===== src/rtl/gpio_bank_pkg.sv =====
package gpio_bank_pkg;

    // Register group codes carried in the address group field
    localparam logic [2:0] GRP_CFG = 3'd0;
    localparam logic [2:0] GRP_DRV = 3'd1;
    localparam logic [2:0] GRP_LVL = 3'd2;
    localparam logic [2:0] GRP_SMP = 3'd3;

    localparam int GRP_W       = 3;
    localparam int WORD_LSB    = 2;
    localparam int DEF_PINS    = 8;
    localparam int DEF_PORTS   = 4;

    // Merge of a masked update into a stored pin vector
    function automatic logic [DEF_PINS-1:0] merge_pins(
        input logic [DEF_PINS-1:0] old_v,
        input logic [DEF_PINS-1:0] new_v,
        input logic [DEF_PINS-1:0] sel
    );
        return (old_v & ~sel) | (new_v & sel);
    endfunction

endpackage


===== src/rtl/gpio_bank_decode.sv =====
module gpio_bank_decode
    import gpio_bank_pkg::*;
#(
    parameter int NPORT  = DEF_PORTS,
    parameter int PINS   = DEF_PINS,
    parameter int ADDR_W = 8,
    parameter int DATA_W = 32
) (
    input  logic [ADDR_W-1:0]          addr,
    input  logic                       we,
    input  logic [DATA_W-1:0]          wdata,
    output logic [NPORT-1:0]           wr_cfg,
    output logic [NPORT-1:0]           wr_drv,
    output logic [NPORT-1:0]           wr_lvl,
    output logic [PINS-1:0]            wmask,
    output logic [PINS-1:0]            wval,
    output logic [GRP_W-1:0]           rd_grp,
    output logic [$clog2(NPORT)-1:0]   rd_port
);

    localparam int PSEL_W    = $clog2(NPORT);
    localparam int GRP_LSB   = WORD_LSB + PSEL_W;
    localparam int ALIAS_BIT = GRP_LSB + GRP_W;

    logic                  is_alias;
    logic [GRP_W-1:0]      grp;
    logic [PSEL_W-1:0]     port;
    logic                  unused_bits;

    assign unused_bits = ^{addr[WORD_LSB-1:0], wdata[DATA_W-1:2*PINS]};

    always_comb begin
        is_alias = addr[ALIAS_BIT];
        grp      = addr[GRP_LSB +: GRP_W];
        port     = addr[WORD_LSB +: PSEL_W];
        wval     = wdata[PINS-1:0];
        wmask    = is_alias ? wdata[PINS +: PINS] : {PINS{1'b1}};
        wr_cfg   = '0;
        wr_drv   = '0;
        wr_lvl   = '0;
        if (we) begin
            case (grp)
                GRP_CFG: wr_cfg[port] = 1'b1;
                GRP_DRV: wr_drv[port] = 1'b1;
                GRP_LVL: wr_lvl[port] = 1'b1;
                default: ;
            endcase
        end
        rd_grp  = grp;
        rd_port = port;
    end

endmodule


===== src/rtl/gpio_port_regs.sv =====
module gpio_port_regs
    import gpio_bank_pkg::*;
#(
    parameter int PINS = DEF_PINS
) (
    input  logic            clk,
    input  logic            rst_n,
    input  logic            wr_cfg,
    input  logic            wr_drv,
    input  logic            wr_lvl,
    input  logic [PINS-1:0] wmask,
    input  logic [PINS-1:0] wval,
    output logic [PINS-1:0] cfg,
    output logic [PINS-1:0] drv,
    output logic [PINS-1:0] lvl,
    output logic [PINS-1:0] port_oe,
    output logic [PINS-1:0] port_out
);

    typedef struct packed {
        logic [PINS-1:0] cfg;
        logic [PINS-1:0] drv;
        logic [PINS-1:0] lvl;
    } port_st_t;

    port_st_t st_d, st_q;

    always_comb begin
        st_d = st_q;
        if (wr_cfg) st_d.cfg = (st_q.cfg & ~wmask) | (wval & wmask);
        if (wr_drv) st_d.drv = (st_q.drv & ~wmask) | (wval & wmask);
        if (wr_lvl) st_d.lvl = (st_q.lvl & ~wmask) | (wval & wmask);
    end

    always_ff @(posedge clk or negedge rst_n) begin
        if (!rst_n) st_q <= '0;
        else        st_q <= st_d;
    end

    assign cfg      = st_q.cfg;
    assign drv      = st_q.drv;
    assign lvl      = st_q.lvl;
    assign port_oe  = st_q.cfg & st_q.drv;
    assign port_out = st_q.cfg & st_q.drv & st_q.lvl;

endmodule


===== src/rtl/gpio_pad_sync.sv =====
module gpio_pad_sync #(
    parameter int WIDTH  = 32,
    parameter int STAGES = 2
) (
    input  logic             clk,
    input  logic             rst_n,
    input  logic [WIDTH-1:0] din,
    output logic [WIDTH-1:0] dout
);

    logic [STAGES-1:0][WIDTH-1:0] chain_d, chain_q;

    always_comb begin
        chain_d[0] = din;
        for (int i = 1; i < STAGES; i++) begin
            chain_d[i] = chain_q[i-1];
        end
    end

    always_ff @(posedge clk or negedge rst_n) begin
        if (!rst_n) chain_q <= '0;
        else        chain_q <= chain_d;
    end

    assign dout = chain_q[STAGES-1];

endmodule


===== src/rtl/gpio_bank_regs.sv =====
module gpio_bank_regs
    import gpio_bank_pkg::*;
#(
    parameter int NPORT       = DEF_PORTS,
    parameter int PINS        = DEF_PINS,
    parameter int ADDR_W      = 8,
    parameter int DATA_W      = 32,
    parameter int SYNC_STAGES = 2
) (
    input  logic                   clk,
    input  logic                   rst_n,
    input  logic [ADDR_W-1:0]      bus_addr,
    input  logic                   bus_we,
    input  logic [DATA_W-1:0]      bus_wdata,
    output logic [DATA_W-1:0]      bus_rdata,
    input  logic [NPORT*PINS-1:0]  pad_in,
    output logic [NPORT*PINS-1:0]  pad_out,
    output logic [NPORT*PINS-1:0]  pad_oe
);

    localparam int NPIN   = NPORT * PINS;
    localparam int PSEL_W = $clog2(NPORT);

    logic [NPORT-1:0]        wr_cfg, wr_drv, wr_lvl;
    logic [PINS-1:0]         wmask, wval;
    logic [GRP_W-1:0]        rd_grp;
    logic [PSEL_W-1:0]       rd_port;
    logic [PINS-1:0]         cfg_a [NPORT];
    logic [PINS-1:0]         drv_a [NPORT];
    logic [PINS-1:0]         lvl_a [NPORT];
    logic [NPIN-1:0]         smp;

    gpio_bank_decode #(
        .NPORT (NPORT),
        .PINS  (PINS),
        .ADDR_W(ADDR_W),
        .DATA_W(DATA_W)
    ) u_decode (
        .addr   (bus_addr),
        .we     (bus_we),
        .wdata  (bus_wdata),
        .wr_cfg (wr_cfg),
        .wr_drv (wr_drv),
        .wr_lvl (wr_lvl),
        .wmask  (wmask),
        .wval   (wval),
        .rd_grp (rd_grp),
        .rd_port(rd_port)
    );

    for (genvar p = 0; p < NPORT; p++) begin : g_port
        gpio_port_regs #(.PINS(PINS)) u_regs (
            .clk     (clk),
            .rst_n   (rst_n),
            .wr_cfg  (wr_cfg[p]),
            .wr_drv  (wr_drv[p]),
            .wr_lvl  (wr_lvl[p]),
            .wmask   (wmask),
            .wval    (wval),
            .cfg     (cfg_a[p]),
            .drv     (drv_a[p]),
            .lvl     (lvl_a[p]),
            .port_oe (pad_oe[p*PINS +: PINS]),
            .port_out(pad_out[p*PINS +: PINS])
        );
    end

    gpio_pad_sync #(
        .WIDTH (NPIN),
        .STAGES(SYNC_STAGES)
    ) u_sync (
        .clk  (clk),
        .rst_n(rst_n),
        .din  (pad_in),
        .dout (smp)
    );

    typedef struct packed {
        logic [DATA_W-1:0] rdata;
    } rd_st_t;

    rd_st_t          rd_d, rd_q;
    logic [PINS-1:0] rd_byte;

    always_comb begin
        rd_byte = '0;
        case (rd_grp)
            GRP_CFG: rd_byte = cfg_a[rd_port];
            GRP_DRV: rd_byte = drv_a[rd_port];
            GRP_LVL: rd_byte = lvl_a[rd_port];
            GRP_SMP: rd_byte = smp[rd_port*PINS +: PINS];
            default: rd_byte = '0;
        endcase
        rd_d.rdata = DATA_W'(rd_byte);
    end

    always_ff @(posedge clk or negedge rst_n) begin
        if (!rst_n) rd_q <= '0;
        else        rd_q <= rd_d;
    end

    assign bus_rdata = rd_q.rdata;

endmodule


===== config.mk =====
export PLATFORM = sky130hd
export DESIGN_NAME = gpio_bank_regs
export DESIGN_NICKNAME = d
export VERILOG_FILES = /design/src/rtl/gpio_bank_pkg.sv /design/src/rtl/gpio_bank_decode.sv /design/src/rtl/gpio_port_regs.sv /design/src/rtl/gpio_pad_sync.sv /design/src/rtl/gpio_bank_regs.sv
export SDC_FILE = /design/constraint.sdc
export NUM_CORES = 1
export LEC_CHECK = 0
export BUFFER_PORTS_ARGS = -buffer_cell sky130_fd_sc_hd__buf_2
export CORE_UTILIZATION = 55
export DETAILED_ROUTE_END_ITERATION = 7
export GPL_ROUTABILITY_DRIVEN = 0
export GPL_TIMING_DRIVEN = 0
export PLACE_DENSITY_LB_ADDON = 0.15
export SYNTH_ARGS = -nofsm -noshare
export SYNTH_HDL_FRONTEND = slang
export SYNTH_SLANG_ARGS = --single-unit

===== constraint.sdc =====
create_clock -name clk -period 1.5 [get_ports clk]
set_clock_uncertainty 0.05 [all_clocks]
set_input_delay 0.225 -clock clk [delete_from_list [all_inputs] [get_ports clk]]
set_output_delay 0.225 -clock clk [all_outputs]
set_load 0.1 [all_outputs]

==> results.cfg, run 1 <==
[timing]
maxSlewViolCount = 0
setup_ws_ns = -0.0572
min_period_over_period = 1.04
rsz0062_at_grt = yes
whs_ns = 0.0146
slew_headroom = 0.499
max_freq_mhz = 642
hold_violations = 0
fin_crit_ns = 1.56
worst_slew_pin_slew_ns = 0.751
setup_viol = 18

[logic_synthesis]
ys_seq_area_frac = 0.522
yosysWarningCount = 0
synth_cell_type_count = 27
synth.avg_cell_area_um2 = 13.3
postSynthCellCount = 606
mappedNetlistArea_um2 = 8060
synth.area.top_cells = dfrtp_1 (52%), mux2_2 (8.9%), nor3_2 (7.6%)
synth_top_area_frac = 0.522
yosys.area.top_type = dfrtp_1
ys_ff_latch = 168

[cts]
clkTransAtPathRegs_ns = 0.06
numCtsBuffers = 17
cts_tree = yes
insertion_delay_ns = 0.43
clock-sinks = 168
root_buffer = clkbuf_16
htreeDepth = 4
cts_buffer_depth = 2

[setup_path]
worstPathRequired_ns = 1.22
cp_slowest_stage_delay_ns = 0.45
critPathLaunchType = register
cp.arrival_ns = 1.28
crit_type = reg2out
slowest_stage = dfrtp_1
end_kind = output port
path_cells = and3_4 -> buf_12
critPathMaxFanout = 4

[global_routing]
grt_usage = 0.322
grt_pass1_vias = 6089
grt_overflow = 0
grt_pass1_wl_um = 34900
grt_max_degree = 101
antenna_found_initial = 0

[power]
p_sw_mw = 4.55
pwr-share-comb = 0.273
leakage_nw = 5.43
vdd_drop_max_mv = 0.879
power_density_nw_per_um2 = 1170
power_mw = 14.0
power_frac_seq = 0.400
p_int_mw = 9.49
clkPwrFrac = 0.327
switching_share = 0.324

[cells_and_area]
drive_gt1_frac = 0.560
final_net_count = 952
syn_to_final_growth_pct = 49.5
fillers = 678
fin_cells = 1070
fin_util = 0.855
antenna_cells = 0
fin_area_um2 = 12000

[route]
drc_errors = 0
vias = 6160
drt-total-wl_um = 24200
vias_per_cell = 5.76
dr.pass1.iters = 5
ant_nets = 0
drt_first_iter_violations = 426
wl_per_cell_um = 22.6

[floorplan]
rows = 43
initial_utilization = 0.572
die_area_um2 = 15100
die_w_um = 123
die_h_um = 123
io_pins = 171
core-area_um2 = 14100

[status]
outcome = finished with violations
violations = setup timing

[hold_path]
min_path_type = in2reg
holdCritStartpoint = bus_wdata[7]

[placement]
port_buffers = 124
hpwl_um = 14000
place_area_um2 = 9350
place_inst = 934

[job]
maxCapViolCount = 0
per-layer routing:
layer | vias up | routed length, um | global-route usage
li1 | 2668 | - | -
met5 | - | 0 | 0
met3 | 63 | 1710 | 0.0752
met4 | 0 | 790 | 0.127
met2 | 294 | 12200 | 0.518
met1 | 3135 | 9560 | 0.426
worst paths after layout:
check                                            endpoint  slack [ns]  depth (start not counted)
worst max-delay path                          pad_out[28]       -0.06                          2
worst min-delay path                             register        0.01                          2
worst max register to register     bus_rdata[3]$_DFF_PN0_       -0.01                          5
worst min register to register  u_sync.dout[18]$_DFF_PN0_        0.30                          0
max in group asynchronous       u_sync.dout[11]$_DFF_PN0_        0.23                          3
min in group asynchronous                       async pin        0.30                          2
placed cells by master, fill, tap and decap left out, types with 25 or more instances in the layout:
cell type | netlist | final
and3_4 | 0 | 32
nand3_1 | 25 | 25
and2_4 | 0 | 29
buf_12 | 0 | 64
buf_2 | 23 | 73
mux2_1 | 32 | 32
mux2_2 | 64 | 31
nor3_2 | 61 | 45
buf_4 | 28 | 97
mux2_4 | 0 | 33
dfrtp_1 | 168 | 168
dlygate4sd3_1 | 0 | 40
critical path: cells and delay by family (launching register included):
kind / cells / cell delay, ns
buffers and inverters: 1 / 0.17
and+or+nand+nor: 1 / 0.23
DFF: 1 / 0.45
what timing repair did:
action	CTS	global route
endpoints found under the setup margin	72	108
pin swaps	5	20
hold buffers	40	0
hold endpoints to repair	111	0
gates cloned	0	0
setup buffers	27	37
resized for setup	261	65
layout make-up:
| cell class | instances | area, um2 | area share |
|---|---|---|---|
| tap | 180 | 225 | 0.0187 |
| clock inverter | 13 | 168 | 0.0139 |
| buffer | 73 | 546 | 0.0453 |
| sequential | 168 | 4200 | 0.349 |
| clock buffer | 19 | 443 | 0.0368 |
| timing repair buffer | 229 | 2490 | 0.206 |
| multi-input combinational | 388 | 3980 | 0.330 |
power groups by stage:
stage,combinational (mW),sequential [mW],clock [mW]
final,3.83,5.61,4.59
after global routing,3.99,5.66,4.79
after CTS,3.40,5.56,4.62
after detailed placement,2.80,5.63,0
after global placement,2.74,5.59,0
after floorplan,2.10,5.63,0
cell usage after synthesis:
cell type  instances
conb_1             1
nand4_1            8
o22a_1             8
or3_1              1
nor3_1            12
and2_1            32
nand3_1           25
nand2_1           24
nor3b_2            3
buf_6              8
nand3b_1           2
mux4_2            24
mux2_1            32
nor2b_1            8
or3b_1             2
nand4b_1           1
and3_1            32
buf_2             23
buf_4             28
nand2b_1           8
mux2i_1           16
nand4bb_1          1
nor3_2            61
mux2_2            64
buf_1              1
clkbuf_1          13
dfrtp_1          168
cells by family (layout without fill, tap and decap cells):
kind of cell,Yosys count,in the layout,synth area share
and+or+nand+nor,220,220,0.190
muxes,136,136,0.221
DFF,168,168,0.522
AOI/OAI and AO/OA,8,8,0.00869
other,1,24,0.000465
buffers and inverters,73,334,0.0581
per-stage QoR:
step	TNS (ns)	setup WS, ns
after floorplan	-6.10	-0.132
after global placement	-412.97	-2.27
after detailed placement	-36.48	-0.582
after CTS	-0.0954	-0.0341
after global routing	-1.42	-0.107
final	-0.360	-0.0572
Power figures use the tool's default switching activity.
==> run 2, diff against run 1 <==
- BUFFER_PORTS_ARGS: -buffer_cell sky130_fd_sc_hd__buf_2 -> -buffer_cell sky130_fd_sc_hd__clkbuf_2
- CAP_MARGIN: not set -> 30
- HOLD_SLACK_MARGIN: not set -> 0.08
==> run 2 against run 1 <==
The flow still finishes with violations (setup timing). Register-to-register slack improved by 0.05 ns. Global-route usage rose by 3.4 points. Non-clock buffer count rose by 18. Sequential power barely moved. Critical path depth did not move. Final cell count rose by 1.7%. Combinational power rose by 6.5%. Hold slack improved by 0.17 ns. Critical endpoint is now pad_out[24].
==> results.cfg, run 2 (synthesized netlist as in run 1, its figures left out) <==
[cells_and_area]
fin_area_um2 = 12500
antenna_cells = 0
fillers = 605
mostFrequentLayoutCells = dfrtp_1 (166), buf_4 (111), clkbuf_16 (74)
final_net_count = 970
mostFrequentLayoutCell = dfrtp_1
drive_gt1_frac = 0.572
syn_to_final_growth_pct = 55.3
fin_cells = 1088

[status]
violations = setup timing
outcome = finished with violations

[global_routing]
grt_overflow = 0
grt_pass1_wl_um = 38400
grt_pass1_vias = 6737
grt_usage = 0.356
grt_max_degree = 100
antenna_found_initial = 0

[route]
dr.pass1.iters = 8
drt-total-wl_um = 26200
ant_nets = 0
drc_errors = 0
wl_per_cell_um = 24.1
vias_per_cell = 5.93
vias = 6452
drt_first_iter_violations = 474

[placement]
place_area_um2 = 9350
hpwl_um = 13800
dp_slack_ns = -0.609
place_inst = 934
port_buffers = 124

[floorplan]
die_h_um = 123
rows = 43
io_pins = 171
core-area_um2 = 14100
die_w_um = 123
initial_utilization = 0.572
die_area_um2 = 15100

[hold_path]
min_path_type = in2reg

[cts]
root_buffer = clkbuf_16
htreeDepth = 4
clock-sinks = 168
clkTransAtPathRegs_ns = 0.07
numCtsBuffers = 17
cts_tree = yes
insertion_delay_ns = 0.43
cts_buffer_depth = 2

[setup_path]
critPathLaunchType = register
cp.arrival_ns = 1.30
end_kind = output port
crit_type = reg2out
worstPathRequired_ns = 1.22
critPathMaxFanout = 4

[power]
switching_share = 0.322
power_density_nw_per_um2 = 1140
p_int_mw = 9.71
p_sw_mw = 4.62
leakage_nw = 5.68
clkPwrFrac = 0.324
pwr-share-comb = 0.285
vdd_drop_max_mv = 0.817
power_frac_seq = 0.391

[timing]
setup_ws_ns = -0.0775
hold_violations = 0
max_freq_mhz = 634
fin_crit_ns = 1.58
worst_slew_pin_slew_ns = 0.811
rsz0062_at_grt = yes
setup_tns_ns = -0.713
min_period_over_period = 1.05
maxSlewViolCount = 0
setup_viol = 30
slew_headroom = 0.459

[job]
maxCapViolCount = 0
==> run 2: changes by cell type in the layout (fill, tap and decap cells not counted), moves of 3 or more <==
cell       delta
buf_12       -57
buf_2        -57
buf_4        +14
clkbuf_2     +54
clkbuf_4      +3
clkbuf_16    +57
==> run 2: layout make-up <==
type	count	area [um2]	share of cell area
well taps	180	225	0.0180
plain buffers	73	557	0.0445
clock buffers	21	470	0.0376
clock inverters	11	144	0.0115
multi-input cells	388	4000	0.319
repair buffers	247	2920	0.233
flip-flops and latches	168	4210	0.336
==> run 2: worst max-delay path, stage by stage (launching register included) <==
cell and delay [ns]:
dfrtp_1 0.44, and3_4 0.23, clkbuf_16 0.20
==> run 2: worst paths after layout <==
path,start,endpoint,slack [ns],depth (start not counted)
max,register,pad_out[24],-0.08,2
max reg2reg,register,bus_rdata[3]$_DFF_PN0_,0.04,5
min,bus_addr[6],register,0.18,4
min reg2reg,u_sync.chain_d[43]$_DFF_PN0_,u_sync.dout[11]$_DFF_PN0_,0.30,0
min in group asynchronous,rst_n,async pin,0.29,2
max in group asynchronous,rst_n,u_sync.dout[19]$_DFF_PN0_,0.20,3
==> run 2: timing repair <==
| action | in CTS | in global routing |
|---|---|---|
| resized for setup | 242 | 42 |
| hold endpoints to repair | 117 | 0 |
| endpoints found under the setup margin | 78 | 135 |
| pin swaps | 10 | 24 |
| hold buffers | 41 | 0 |
| buffers inserted | 60 | 21 |
==> run 2: per-stage QoR <==
| stage | util | power (mW) | hold slack, ns |
|---|---|---|---|
| 2_1_floorplan | - | 7.73 | -0.121 |
| 3_3_place_gp | 0.661 | 8.33 | 0.283 |
| 3_5_place_dp | 0.664 | 8.43 | 0.228 |
| 4_1_cts | 0.868 | 13.9 | 0.174 |
| 5_1_grt | 0.888 | 14.7 | 0.214 |
| 6_report | 0.888 | 14.3 | 0.180 |
==> run 2: metal layers <==
layer / routed length (um) / track usage / vias up / part of all wire
li1: - / - / 2695 / -
met1: 9820 / 0.435 / 3297 / 0.37
met2: 13500 / 0.599 / 390 / 0.51
met3: 2050 / 0.0849 / 70 / 0.078
met4: 886 / 0.167 / 0 / 0.034
met5: 0 / 0 / - / 0
==> run 2: power groups by stage <==
stage / clock network (mW) / registers (mW) / logic [mW]
2_1_floorplan: 0 / 5.63 / 2.10
5_1_grt: 4.84 / 5.65 / 4.23
6_report: 4.65 / 5.61 / 4.08
3_5_place_dp: 0 / 5.63 / 2.80
4_1_cts: 4.62 / 5.53 / 3.78
3_3_place_gp: 0 / 5.59 / 2.74
==> run 3, diff against run 2 <==
- CTS_CLUSTER_SIZE: not set -> 25
- clock period: 1.5 -> 1.7 ns (I/O delays scaled with it)
==> run 3 against run 2 <==
Flip-flop and latch count did not move. Via count fell by 11%. Sequential power fell by 12%. Combinational power fell by 39%. Hold slack improved by 0.062 ns. Non-clock buffer count fell by 80. Clock-buffer cell count fell by 3. The flow now finishes without violations. Highest routed layer unchanged. Largest cell class unchanged. Wire length fell by 18%. Register-to-register slack improved by 0.34 ns. Critical endpoint is now pad_out[23]. Setup slack improved by 0.096 ns. Cell area fell by 19%.
==> results.cfg, run 3 (synthesized netlist as in run 1, its figures left out) <==
[status]
outcome = finished clean

[placement]
port_buffers = 124
dp_slack_ns = -0.427
hpwl_um = 13700

[timing]
fin_crit_ns = 1.68
worst_slew_pin_slew_ns = 0.636
hold_violations = 0
min_period_over_period = 0.989
setup_tns_ns = 0
slew_headroom = 0.574
max_freq_mhz = 595
setup_viol = 0
maxSlewViolCount = 0
rsz0062_at_grt = no
setup_ws_ns = 0.0187

[floorplan]
die_w_um = 123
die_area_um2 = 15100
io_pins = 171
initial_utilization = 0.572
core-area_um2 = 14100
die_h_um = 123
rows = 43

[setup_path]
end_kind = output port
crit_type = reg2out
reg2regPathDepth = 3
worstPathRequired_ns = 1.39
critPathLaunchType = register
rrSetupSlack_ns = 0.38
critPathMaxFanout = 4
r2r_end = bus_rdata[4]$_DFF_PN0_
cp.arrival_ns = 1.38

[cts]
clock-sinks = 168
clkTransAtPathRegs_ns = 0.07
cts_buffer_depth = 2
cts_tree = yes
root_buffer = clkbuf_16
numCtsBuffers = 17
htreeDepth = 4
insertion_delay_ns = 0.43

[power]
pwr-share-comb = 0.224
leakage_nw = 4.74
p_sw_mw = 3.72
power_frac_seq = 0.441
p_int_mw = 7.40
switching_share = 0.335
power_density_nw_per_um2 = 1090
clkPwrFrac = 0.335
vdd_drop_max_mv = 0.701

[cells_and_area]
drive_gt1_frac = 0.446
multi_input_area_um2 = 3470
syn_to_final_growth_pct = 26.4
mostFrequentLayoutCells = dfrtp_1 (168), mux2_2 (64), clkbuf_2 (61), nor3_2 (61), clkbuf_4 (61)
fillers = 969
regArea_um2 = 4200
final_net_count = 890
mostFrequentLayoutCell = dfrtp_1

[global_routing]
antenna_found_initial = 1
grt_max_degree = 93
grt_pass1_vias = 5719
grt_usage = 0.301
grt_pass1_wl_um = 32300
grt_overflow = 0

[hold_path]
min_path_type = in2reg
hold_depth = 4
holdCritStartpoint = bus_addr[4]

[route]
wl_per_cell_um = 21.2
ant_nets = 0
dr.pass1.iters = 5
drt-total-wl_um = 21400
drt_first_iter_violations = 369
drc_errors = 0
vias_per_cell = 5.70
vias = 5749

[job]
maxCapViolCount = 0
==> run 3: changes by cell type in the layout (fill, tap and decap cells not counted), sizes merged <==
cell,change
buf,-87
bufinv,-2
clkbuf,+4
clkinv,-3
clkinvlp,+1
diode,+1
inv,+6
==> run 3: power groups by stage <==
stage          registers, mW  logic [mW]  clock network [mW]
2_1_floorplan           4.96        1.74                   0
3_3_place_gp            4.92        2.30                   0
3_5_place_dp            4.95        2.36                   0
6_report                4.91        2.49                3.73
4_1_cts                 4.89        2.48                3.77
5_1_grt                 4.96        2.61                3.94
==> run 3: cell type report <==
type,instances,area share
clock buffer,18,0.0421
multi-input combinational,388,0.341
timing repair buffer,167,0.121
tap,180,0.0221
sequential,168,0.413
clock inverter,13,0.0133
buffer,73,0.0474
antenna,1,0.000246
==> run 3: worst max-delay path, cell delays in order (launching register included) <==
cell and delay, ns:
dfrtp_1 0.42, and3_1 0.20, clkbuf_4 0.33
==> run 3: metrics by stage <==
step / instances / hold slack (ns) / utilization / total power, mW / instance area [um2]
floorplan: 629 / -0.0906 / - / 6.70 / 8160
global placement: 933 / 0.282 / 0.639 / 7.22 / 9000
detailed placement: 934 / 0.275 / 0.641 / 7.31 / 9040
CTS: 1006 / 0.221 / 0.722 / 11.1 / 10200
global route: 1008 / 0.252 / 0.723 / 11.5 / 10200
finish: 1008 / 0.242 / 0.723 / 11.1 / 10200
==> run 3: worst max path at each step <==
stage / cells after the start / to / from
final: 2 / pad_out[23] / register
after global routing: 2 / pad_out[4] / register
after CTS: 2 / pad_out[16] / register
after detailed placement: 6 / bus_rdata[1]$_DFF_PN0_ / bus_addr[2]
after global placement: 1 / u_sync.chain_d[45]$_DFF_PN0_ / rst_n
after floorplan: 6 / register / bus_addr[6]
==> run 3: metal layers <==
| layer | vias up | GRT usage | part of all wire |
|---|---|---|---|
| met4 | 0 | 0.124 | 0.029 |
| met1 | 2896 | 0.395 | 0.40 |
| li1 | 2537 | - | - |
| met5 | - | 0 | 0 |
| met2 | 274 | 0.495 | 0.50 |
| met3 | 42 | 0.0563 | 0.067 |
==> run 3: repair_timing <==
item / in CTS / in global routing
setup buffers: 0 / 1
setup endpoints to repair: 64 / 6
pin swaps: 0 / 1
hold endpoints to repair: 124 / 0
gates resized for setup: 64 / 9
hold buffers: 41 / 0
